==> config.mk <==
export PLATFORM = sky130hd
export DESIGN_NAME = prio_intr_ctrl
export DESIGN_NICKNAME = d
export VERILOG_FILES = /design/src/rtl/pic_pkg.sv /design/src/rtl/pic_level.sv /design/src/rtl/pic_ffs.sv /design/src/rtl/prio_intr_ctrl.sv
export SDC_FILE = /design/constraint.sdc
export NUM_CORES = 1
export LEC_CHECK = 0
export BUFFER_PORTS_ARGS = -buffer_cell sky130_fd_sc_hd__buf_4
export CAP_MARGIN = 20
export CORE_MARGIN = 5
export CORE_UTILIZATION = 46
export CTS_BUF_LIST = sky130_fd_sc_hd__clkbuf_16
export DETAILED_ROUTE_END_ITERATION = 6
export PLACE_DENSITY = 0.68
export SLEW_MARGIN = 20
export SYNTH_ARGS = -nofsm -noshare
export SYNTH_HDL_FRONTEND = slang
export SYNTH_HIERARCHICAL = 1
export SYNTH_SLANG_ARGS = --single-unit
==> constraint.sdc <==
create_clock -name clk -period 2.6 [get_ports clk]
set_input_delay 0.26 -clock clk [delete_from_list [all_inputs] [get_ports clk]]
set_output_delay 0.26 -clock clk [all_outputs]
set_load 0.05 [all_outputs]
==> src/rtl/pic_pkg.sv <==
// Package: shared state encoding and command codes for the interrupt controller.
// Assumes: command codes are 3 bits wide; unused codes are ignored.
package pic_pkg;

    typedef enum logic [1:0] {
        LV_DISARMED = 2'd0,
        LV_ARMED    = 2'd1,
        LV_WAITING  = 2'd2,
        LV_ACTIVE   = 2'd3
    } lvl_state_e;

    localparam logic [2:0] OP_ARM     = 3'd1;
    localparam logic [2:0] OP_DISARM  = 3'd2;
    localparam logic [2:0] OP_ENABLE  = 3'd3;
    localparam logic [2:0] OP_DISABLE = 3'd4;
    localparam logic [2:0] OP_TRIGGER = 3'd5;

endpackage

==> src/rtl/pic_level.sv <==
// Module: state machine and enable bit of one interrupt level.
// Assumes: at most one of do_arm/do_disarm and one of do_en/do_dis per cycle
// (they come from one decoded command). Update order within a cycle:
// disarm/arm, then clear, then acknowledge, then trigger, so no trigger is lost.
// A panel level (IS_PANEL=1) resets armed and enabled and ignores disarm/disable.
module pic_level
    import pic_pkg::*;
#(
    parameter bit IS_PANEL = 1'b0
) (
    input  logic       clk,
    input  logic       rst_n,
    input  logic       do_arm,
    input  logic       do_disarm,
    input  logic       do_en,
    input  logic       do_dis,
    input  logic       trig,
    input  logic       clr_hit,
    input  logic       ack_hit,
    output lvl_state_e state,
    output logic       enabled
);

    localparam lvl_state_e RST_STATE = IS_PANEL ? LV_ARMED : LV_DISARMED;

    lvl_state_e st_q, st_d;
    logic       pend_q, pend_d;
    logic       en_q;
    logic       eff_disarm;

    assign eff_disarm = do_disarm && !IS_PANEL;

    // Next state of the level: commands, clear, acknowledge and trigger in order.
    always_comb begin
        st_d   = st_q;
        pend_d = pend_q;
        if (eff_disarm) begin
            st_d   = LV_DISARMED;
            pend_d = 1'b0;
        end else if (do_arm) begin
            st_d   = LV_ARMED;
            pend_d = 1'b0;
        end
        if (clr_hit && st_d == LV_ACTIVE) begin
            st_d   = pend_d ? LV_WAITING : LV_ARMED;
            pend_d = 1'b0;
        end
        if (ack_hit && st_d == LV_WAITING) begin
            st_d = LV_ACTIVE;
        end
        if (trig) begin
            case (st_d)
                LV_ARMED:  st_d   = LV_WAITING;
                LV_ACTIVE: pend_d = 1'b1;
                default:   ;
            endcase
        end
    end

    // State and latched-trigger registers.
    always_ff @(posedge clk) begin
        if (!rst_n) begin
            st_q   <= RST_STATE;
            pend_q <= 1'b0;
        end else begin
            st_q   <= st_d;
            pend_q <= pend_d;
        end
    end

    // Enable bit; forced on for the panel level.
    always_ff @(posedge clk) begin
        if (!rst_n) begin
            en_q <= IS_PANEL;
        end else if (IS_PANEL) begin
            en_q <= 1'b1;
        end else if (do_en) begin
            en_q <= 1'b1;
        end else if (do_dis) begin
            en_q <= 1'b0;
        end
    end

    assign state   = st_q;
    assign enabled = en_q;

endmodule

==> src/rtl/pic_ffs.sv <==
// Module: finds the lowest-numbered set bit of a vector (most urgent level).
// Assumes: WIDTH >= 2; idx is zero when found is low.
module pic_ffs #(
    parameter int WIDTH = 16,
    localparam int IDX_W = $clog2(WIDTH)
) (
    input  logic [WIDTH-1:0] vec,
    output logic             found,
    output logic [IDX_W-1:0] idx
);

    // Scan from the top so the lowest set bit is written last.
    always_comb begin
        found = 1'b0;
        idx   = '0;
        for (int i = WIDTH - 1; i >= 0; i--) begin
            if (vec[i]) begin
                found = 1'b1;
                idx   = IDX_W'(i);
            end
        end
    end

endmodule

==> src/rtl/prio_intr_ctrl.sv <==
// Module: priority interrupt controller top. Decodes direct-control commands into
// per-level strobes, picks the most urgent grantable level and runs the single
// outstanding request/acknowledge handshake.
// Assumes: level 0 is the panel level; ack is a one-cycle pulse answering irq.
module prio_intr_ctrl
    import pic_pkg::*;
#(
    parameter int          NUM_LEVELS = 16,
    parameter int          VEC_W      = 16,
    parameter logic [15:0] VEC_BASE   = 16'h0050,
    parameter int          CNT_LO     = 2,
    parameter int          CNT_HI     = 5,
    localparam int         LVL_W      = $clog2(NUM_LEVELS)
) (
    input  logic                  clk,
    input  logic                  rst_n,
    input  logic [NUM_LEVELS-1:0] trig_in,
    input  logic                  panel_sw,
    input  logic                  cmd_valid,
    input  logic [2:0]            cmd_op,
    input  logic [NUM_LEVELS-1:0] cmd_mask,
    input  logic                  clear_lvl,
    input  logic                  cnt_inhibit,
    input  logic                  ack,
    output logic                  irq,
    output logic [LVL_W-1:0]      irq_level,
    output logic [VEC_W-1:0]      irq_vec
);

    function automatic logic [NUM_LEVELS-1:0] counter_group();
        logic [NUM_LEVELS-1:0] m;
        for (int i = 0; i < NUM_LEVELS; i++) begin
            m[i] = (i >= CNT_LO) && (i <= CNT_HI);
        end
        return m;
    endfunction

    localparam logic [NUM_LEVELS-1:0] CNT_MASK = counter_group();

    lvl_state_e            lvl_st [NUM_LEVELS];
    logic [NUM_LEVELS-1:0] en_vec, act_vec, wait_vec, elig_vec;
    logic [NUM_LEVELS-1:0] arm_v, disarm_v, en_v, dis_v, trig_v;
    logic [NUM_LEVELS-1:0] clr_v, ack_v;
    logic                  act_any, cand_any, cand_ok;
    logic [LVL_W-1:0]      act_idx, cand_idx;
    logic                  out_q;
    logic [LVL_W-1:0]      lvl_q;

    // Command decode into per-level strobe masks.
    always_comb begin
        arm_v    = (cmd_valid && cmd_op == OP_ARM)     ? cmd_mask : '0;
        disarm_v = (cmd_valid && cmd_op == OP_DISARM)  ? cmd_mask : '0;
        en_v     = (cmd_valid && cmd_op == OP_ENABLE)  ? cmd_mask : '0;
        dis_v    = (cmd_valid && cmd_op == OP_DISABLE) ? cmd_mask : '0;
        trig_v   = trig_in
                 | ((cmd_valid && cmd_op == OP_TRIGGER) ? cmd_mask : '0)
                 | NUM_LEVELS'(panel_sw);
    end

    for (genvar g = 0; g < NUM_LEVELS; g++) begin : g_lvl
        assign clr_v[g] = clear_lvl && act_any && (act_idx == LVL_W'(g));
        assign ack_v[g] = out_q && ack && (lvl_q == LVL_W'(g));

        pic_level #(
            .IS_PANEL (g == 0)
        ) u_level (
            .clk       (clk),
            .rst_n     (rst_n),
            .do_arm    (arm_v[g]),
            .do_disarm (disarm_v[g]),
            .do_en     (en_v[g]),
            .do_dis    (dis_v[g]),
            .trig      (trig_v[g]),
            .clr_hit   (clr_v[g]),
            .ack_hit   (ack_v[g]),
            .state     (lvl_st[g]),
            .enabled   (en_vec[g])
        );

        assign act_vec[g]  = (lvl_st[g] == LV_ACTIVE);
        assign wait_vec[g] = (lvl_st[g] == LV_WAITING);
    end

    assign elig_vec = wait_vec & en_vec & ~(cnt_inhibit ? CNT_MASK : '0);

    pic_ffs #(.WIDTH(NUM_LEVELS)) u_act_ffs (
        .vec   (act_vec),
        .found (act_any),
        .idx   (act_idx)
    );

    pic_ffs #(.WIDTH(NUM_LEVELS)) u_cand_ffs (
        .vec   (elig_vec),
        .found (cand_any),
        .idx   (cand_idx)
    );

    assign cand_ok = cand_any && (!act_any || cand_idx < act_idx);

    // Request handshake: one outstanding request, dropped on acknowledge.
    always_ff @(posedge clk) begin
        if (!rst_n) begin
            out_q <= 1'b0;
            lvl_q <= '0;
        end else if (out_q) begin
            if (ack) out_q <= 1'b0;
        end else if (cand_ok) begin
            out_q <= 1'b1;
            lvl_q <= cand_idx;
        end
    end

    assign irq       = out_q;
    assign irq_level = lvl_q;
    assign irq_vec   = VEC_W'(VEC_BASE) + VEC_W'(lvl_q);

endmodule

; ---- Yosys cells after proc, flatten, opt, wreduce, memory -nomap -nowiden
; Index checks and enable logic that the tools add are counted.
[classes]
mux = 293
add_sub_neg = 1
eq_ne = 131
reduce_logical = 92
bitwise_logic = 6
order_cmp = 1
[op_table]
columns = cell, n
row1 = 2-bit 2-to-1 mux, 111
row2 = "2-bit == test, second input constant", 80
row3 = 1-bit 2-to-1 mux, 144
row4 = 4-bit 2-to-1 mux, 32
row5 = 16-bit 2-to-1 mux, 5
row6 = 1-bit logical AND, 72
row7 = "4-bit == test, second input constant", 16
row8 = 16-bit bitwise AND, 2
row9 = "2-bit by 1-bit == test with 1-bit output, second input constant", 16
row10 = "4-bit by 3-bit == test with 1-bit output, second input constant", 8
row11 = 2-bit nonzero test, 15
row12 = "4-bit by 2-bit == test with 1-bit output, second input constant", 4
row13 = 6-bit NOT with 16-bit output, 1
row14 = 16-bit by 1-bit OR with 16-bit output, 1
row15 = 16-bit OR, 1
row16 = "7-bit by 4-bit adder with 8-bit output, first input constant", 1
row17 = "4-bit by 1-bit == test with 1-bit output, second input constant", 2
row18 = 4-bit zero test, 2
row19 = "3-bit by 2-bit == test with 1-bit output, second input constant", 2
row20 = "3-bit == test, second input constant", 2
row21 = 6-bit 2-to-1 mux, 1
row22 = 4-bit < comparator, 1
row23 = "3-bit by 1-bit == test with 1-bit output, second input constant", 1
row24 = 2-bit AND reduction, 1
row25 = other kinds (3), 3
[word_totals]
word_cells = 573
register_bits = 68
in_bits = 42
out_inout_bits = 21

; ---- Logic depth before layout (Yosys ltp)
[logic_depth]
ltp_word = 27
depth_mapped = 11
mapped_depth_nobuf = 11

; ---- Modules after synthesis
; The synthesis kept the hierarchy.
[modules_own_cells]
columns = mod, n_inst, cells_each, seq_area_each_um2, area_each_um2
row1 = pic_level (g_lvl[10].u_level ...), 15, 22, 80.1, 186.4
row2 = prio_intr_ctrl, 1, 236, 100.1, 1476.4
row3 = pic_ffs, 2, 33, 0.0, 178.9
row4 = pic_level (g_lvl[0].u_level), 1, 18, 60.1, 163.9

; ---- Worst setup path after synthesis
; OpenSTA, ideal clock, no wires.
[synth_path]
path_kind = register to register
start = reg g_lvl[7].u_level.st_q[1]
end = reg g_lvl[8].u_level.pend_q
n_path_buf = 0
period_less_slack_ns = 2.520
t_required_ns = 2.474
t_arrival_ns = 2.394
setup_slack_ns = 0.080
path_stages_with_launch = 10
setup_ns = 0.126
path_cell_list = dfxtp_1 -> and2_1 -> nor4_2 -> nor3b_1 -> inv_1 -> or3_1 -> nor3_1 -> nand3_1 -> a221oi_1 -> o41ai_1
[synth_via]
elab_chain_cells = 19
word_cells_on_any_way = 29
classes_between = eq/ne: 4 / mux: 21 / reduce/logical: 4
[synth_rtl]
columns = element, line
row1 = "start, declared", pic_level.sv:26  ; lvl_state_e st_q, st_d;
row2 = "start signal, assigned", pic_level.sv:66  ; st_q <= st_d;
row3 = 2-bit == test *, prio_intr_ctrl.sv:80  ; assign act_vec[g] = (lvl_st[g] == LV_ACTIVE);
row4 = named net act_vec[7], prio_intr_ctrl.sv:41  ; logic [NUM_LEVELS-1:0] en_vec, act_vec, wait_vec, elig_vec;
row5 = 4-bit 2-to-1 mux * (8 in series), pic_ffs.sv:17  ; if (vec[i]) begin
row6 = named net act_idx[3], prio_intr_ctrl.sv:45  ; logic [LVL_W-1:0] act_idx, cand_idx;
row7 = 4-bit == test *, prio_intr_ctrl.sv:61  ; assign clr_v[g] = clear_lvl && act_any && (act_idx == LVL_W'(g));
row8 = 1-bit logical AND *, prio_intr_ctrl.sv:61
row9 = named net clr_v[8], prio_intr_ctrl.sv:43  ; logic [NUM_LEVELS-1:0] clr_v, ack_v;
row10 = 1-bit logical AND *, pic_level.sv:44  ; if (clr_hit && st_d == LV_ACTIVE) begin
row11 = 2-bit 2-to-1 mux, pic_level.sv:44
row12 = 2-bit == test, pic_level.sv:48  ; if (ack_hit && st_d == LV_WAITING) begin
row13 = 1-bit logical AND, pic_level.sv:48
row14 = 2-bit 2-to-1 mux, pic_level.sv:48
row15 = 2-bit == test, pic_level.sv:52  ; case (st_d)
row16 = 1-bit 2-to-1 mux, pic_level.sv:52
row17 = 1-bit 2-to-1 mux *, pic_level.sv:51  ; if (trig) begin
row18 = "end signal, assigned", pic_level.sv:67  ; pend_q <= pend_d;
row19 = "end, declared", pic_level.sv:27  ; logic pend_q, pend_d;
; Mark *: on every way through the listed nets, which the timed path passes. The rest lies on a longest branch.
; A chain may end at the register's enable or synchronous reset.

; ---- Final worst setup path
[layout_path]
start = reg g_lvl[14].u_level.st_q[1]
end = reg g_lvl[7].u_level.pend_q
[layout_via]
elab_chain_cells = 26
word_cells_on_any_way = 43
classes_between = eq/ne: 4 / mux: 35 / reduce/logical: 4
[layout_rtl]
columns = element, line
row1 = "start, declared", pic_level.sv:26
row2 = "start signal, assigned", pic_level.sv:66
row3 = 2-bit == test *, prio_intr_ctrl.sv:80
row4 = named net act_vec[14], prio_intr_ctrl.sv:41
row5 = 4-bit 2-to-1 mux * (15 in series), pic_ffs.sv:17
row6 = named net act_idx[1], prio_intr_ctrl.sv:45
row7 = 4-bit by 3-bit == test with 1-bit output *, prio_intr_ctrl.sv:61
row8 = 1-bit logical AND *, prio_intr_ctrl.sv:61
row9 = named net clr_v[7], prio_intr_ctrl.sv:43
row10 = 1-bit logical AND *, pic_level.sv:44
row11 = 2-bit 2-to-1 mux, pic_level.sv:44
row12 = 2-bit == test, pic_level.sv:48
row13 = 1-bit logical AND, pic_level.sv:48
row14 = 2-bit 2-to-1 mux, pic_level.sv:48
row15 = 2-bit == test, pic_level.sv:52
row16 = 1-bit 2-to-1 mux, pic_level.sv:52
row17 = 1-bit 2-to-1 mux *, pic_level.sv:51
row18 = "end signal, assigned", pic_level.sv:67
row19 = "end, declared", pic_level.sv:27
; Marks and branches as above.

==> results.json <==
{
  "status": "finished, final reports clean",
  "place_congestion": 0.894,
  "grt_setup_unrepaired": "true",
  "synth_area_um2": 4780,
  "maxSlewViolCount": 0,
  "io_buffers": 50,
  "stdcell_count": 900,
  "n_antenna_cell": 0,
  "cpMostUsedCell": "buf_4",
  "path_max_fanout": 6,
  "timing.rr.start": "g_lvl[14].u_level/state[1]",
  "hpwlAfterDp_um": 10500,
  "p_leak_nw": 2.67,
  "firstDrtPassIters": 6,
  "area_delta_synth_final_pct": 31.9,
  "syn_avg_cell_area_um2": 7.38,
  "met2_length_um": 6930,
  "die_h_um": 112,
  "maxUsedRoutingLayer": "met4",
  "numClockSinks": 68,
  "fin_skew_ns": 0.00859,
  "num_rows": 37,
  "vias": 5159,
  "nets": 804,
  "synthCells": 647,
  "start_kind": "flip-flop",
  "slowest_stage": "or4b_1",
  "worst_pin_slew_ns": 0.736,
  "worst-path-buf-inv": 2,
  "start_util_pct": 46.7,
  "r2r_setup_slack_ns": 0.08,
  "multi_input_area_um2": 3370,
  "path_class": "flip-flop to flip-flop",
  "drt-vias-per-instance": 5.73,
  "period_needed_ns": 2.52,
  "relSlewSlack_pct": 50.9,
  "max_freq_mhz": 397,
  "wl_met1_um": 6100,
  "cp.arrival_ns": 2.76,
  "grt_pass1_wl_um": 23400,
  "grt_use_total_pct": 22.9,
  "clk_path_buf_depth": 2,
  "boundaryPins": 63,
  "power_density_nw_per_um2": 429,
  "die_area_um2": 12500,
  "ir_drop_uv": 305,
  "cts.clk_slew.worst_paths_ns": 0.06,
  "layout-drive-gt1-share_pct": 25.7,
  "die_x_um": 112,
  "htreeDepth": 3,
  "crit_start": "g_lvl[14].u_level/state[1]",
  "hold_viol": 0,
  "routedWlPerCell_um": 16.2,
  "crit_chain": "and2_4, nor2_2, nor3_1, o31ai_2, a31oi_2, buf_4, nand2_4, nor2_1, buf_4, and3_1, or4b_1, o41ai_1",
  "routed_wl_um": 14600,
  "cts_made_buffers": 9,
  "setup_viol": 0,
  "grt-ovfl-total": 0,
  "dp_slack_ns": -0.101,
  "ys_warn_count": 6,
  "whs_path_depth": 3,
  "rr_worst_depth": 12,
  "fin_crit_sh_pct": 96.8,
  "grt_pass1_vias": 4918,
  "antenna_found_initial": 0,
  "fp.coreArea_um2": 10200,
  "r2r-end": "g_lvl[7].u_level/pend_q",
  "worstPathRequired_ns": 2.84,
  "hp-class": "primary input to flip-flop",
  "grt_start_max_net_pins": 44,
  "clk_latency_ns": 0.34,
  "n_fill_cell": 868,
  "ant_nets": 0,
  "cts_hold_buffers": 0,
  "cap_violations": 0,
  "placed_cells": 878,
  "cts-root-buf": "clkbuf_16",
  "cp-endpoint": "g_lvl[7].u_level/pend_q",
  "tritoncts": "built",
  "cp-end-kind": "flip-flop",
  "seq_area_um2": 1370,
  "tns_ns": 0,
  "wl_met3_um": 1130,
  "finalWorstSetupSlack_ns": 0.0825,
  "crit_family": "simple AND/OR/NAND/NOR gates",
  "drc": 0,
  "cp_num_cells": 12,
  "drt_iter0_drc": 355,
  "critPathMaxStageDelay_ns": 0.50
}
-- how the worst min path moves through the flow --
stage	from	endpoint
floorplan	rst_n	g_lvl[0].u_level/state[0]
detailed placement	g_lvl[1].u_level/enabled	g_lvl[1].u_level/enabled
finish	trig_in[14]	g_lvl[14].u_level/state[0]
global route	trig_in[14]	g_lvl[14].u_level/state[0]
CTS	trig_in[14]	g_lvl[14].u_level/state[0]
global placement	g_lvl[4].u_level/enabled	g_lvl[4].u_level/enabled
-- final cells by class --
class	count	area share [%]
multi-input combinational	510	53.5
sequential	68	21.7
timing repair buffer	115	13.8
clock buffer	9	3.57
inverter	55	3.28
tap	136	2.70
clock inverter	7	1.47
-- sequential cells by signal (all words and copies together), names as in the netlist --
| name | count |
|---|---|
| g_lvl.u_level/enabled | 15 |
| g_lvl.u_level/pend_q | 16 |
| g_lvl.u_level/state | 32 |
| irq | 1 |
| irq_level | 4 |
-- cell usage in the layout, fill, tap and decap left out, types with 3 or more instances in the layout --
cell type / instances
o22ai_1: 17
nor2b_1: 3
dfxtp_2: 5
a21o_1: 15
or4b_1: 15
nor2_2: 10
nand2_1: 36
nor3b_2: 3
nand3b_1: 16
dfxtp_1: 63
mux2i_1: 4
a221oi_2: 12
nor2_1: 71
and2_1: 71
or3_4: 3
conb_1: 13
nand4_1: 4
nor3_1: 10
a221oi_1: 4
and2_4: 6
or3_1: 16
nand3_1: 33
clkbuf_16: 9
o41ai_1: 15
a21oi_1: 37
a211oi_1: 15
buf_4: 114
inv_1: 56
and3_1: 17
nand2b_1: 18
-- tightest hold or removal path: stages --
cell,delay (ns)
buf_4,0.07
a21o_1,0.09
a211oi_1,0.06
-- report_power, final --
group | switching, W | leakage, nW | total [W] | internal, W
Clock | 0.000474 | 0.154 | 0.00131 | 0.000835
Sequential | 0.0000122 | 0.552 | 0.00107 | 0.00106
Combinational | 0.000194 | 1.96 | 0.000321 | 0.000127
-- metrics by stage --
stage               instance area [um2]  utilization (%)  total power (W)  hold slack (ns)
finish                             6300             61.6          0.00270            0.188
CTS                                6020             58.8          0.00271            0.193
detailed placement                 5650             55.2          0.00140            0.479
global route                       6300             61.6          0.00280            0.198
global placement                   5650             55.2          0.00139            0.460
floorplan                          4810                -          0.00128            0.340
-- layer usage --
metal | up-vias | GRT usage, %
met5 | - | 0
met4 | 0 | 10.1
met3 | 44 | 4.89
met2 | 198 | 37.8
met1 | 2394 | 28.7
li1 | 2523 | -
-- timing repair --
item / 4_1_cts / 5_1_grt
cloned: 0 / 0
resized for setup: 10 / 55
hold endpoints to repair: 0 / 0
setup endpoints to repair: 14 / 42
setup buffers: 1 / 5
pin swaps: 4 / 16
No activity file was read; power rests on OpenSTA's default activity.
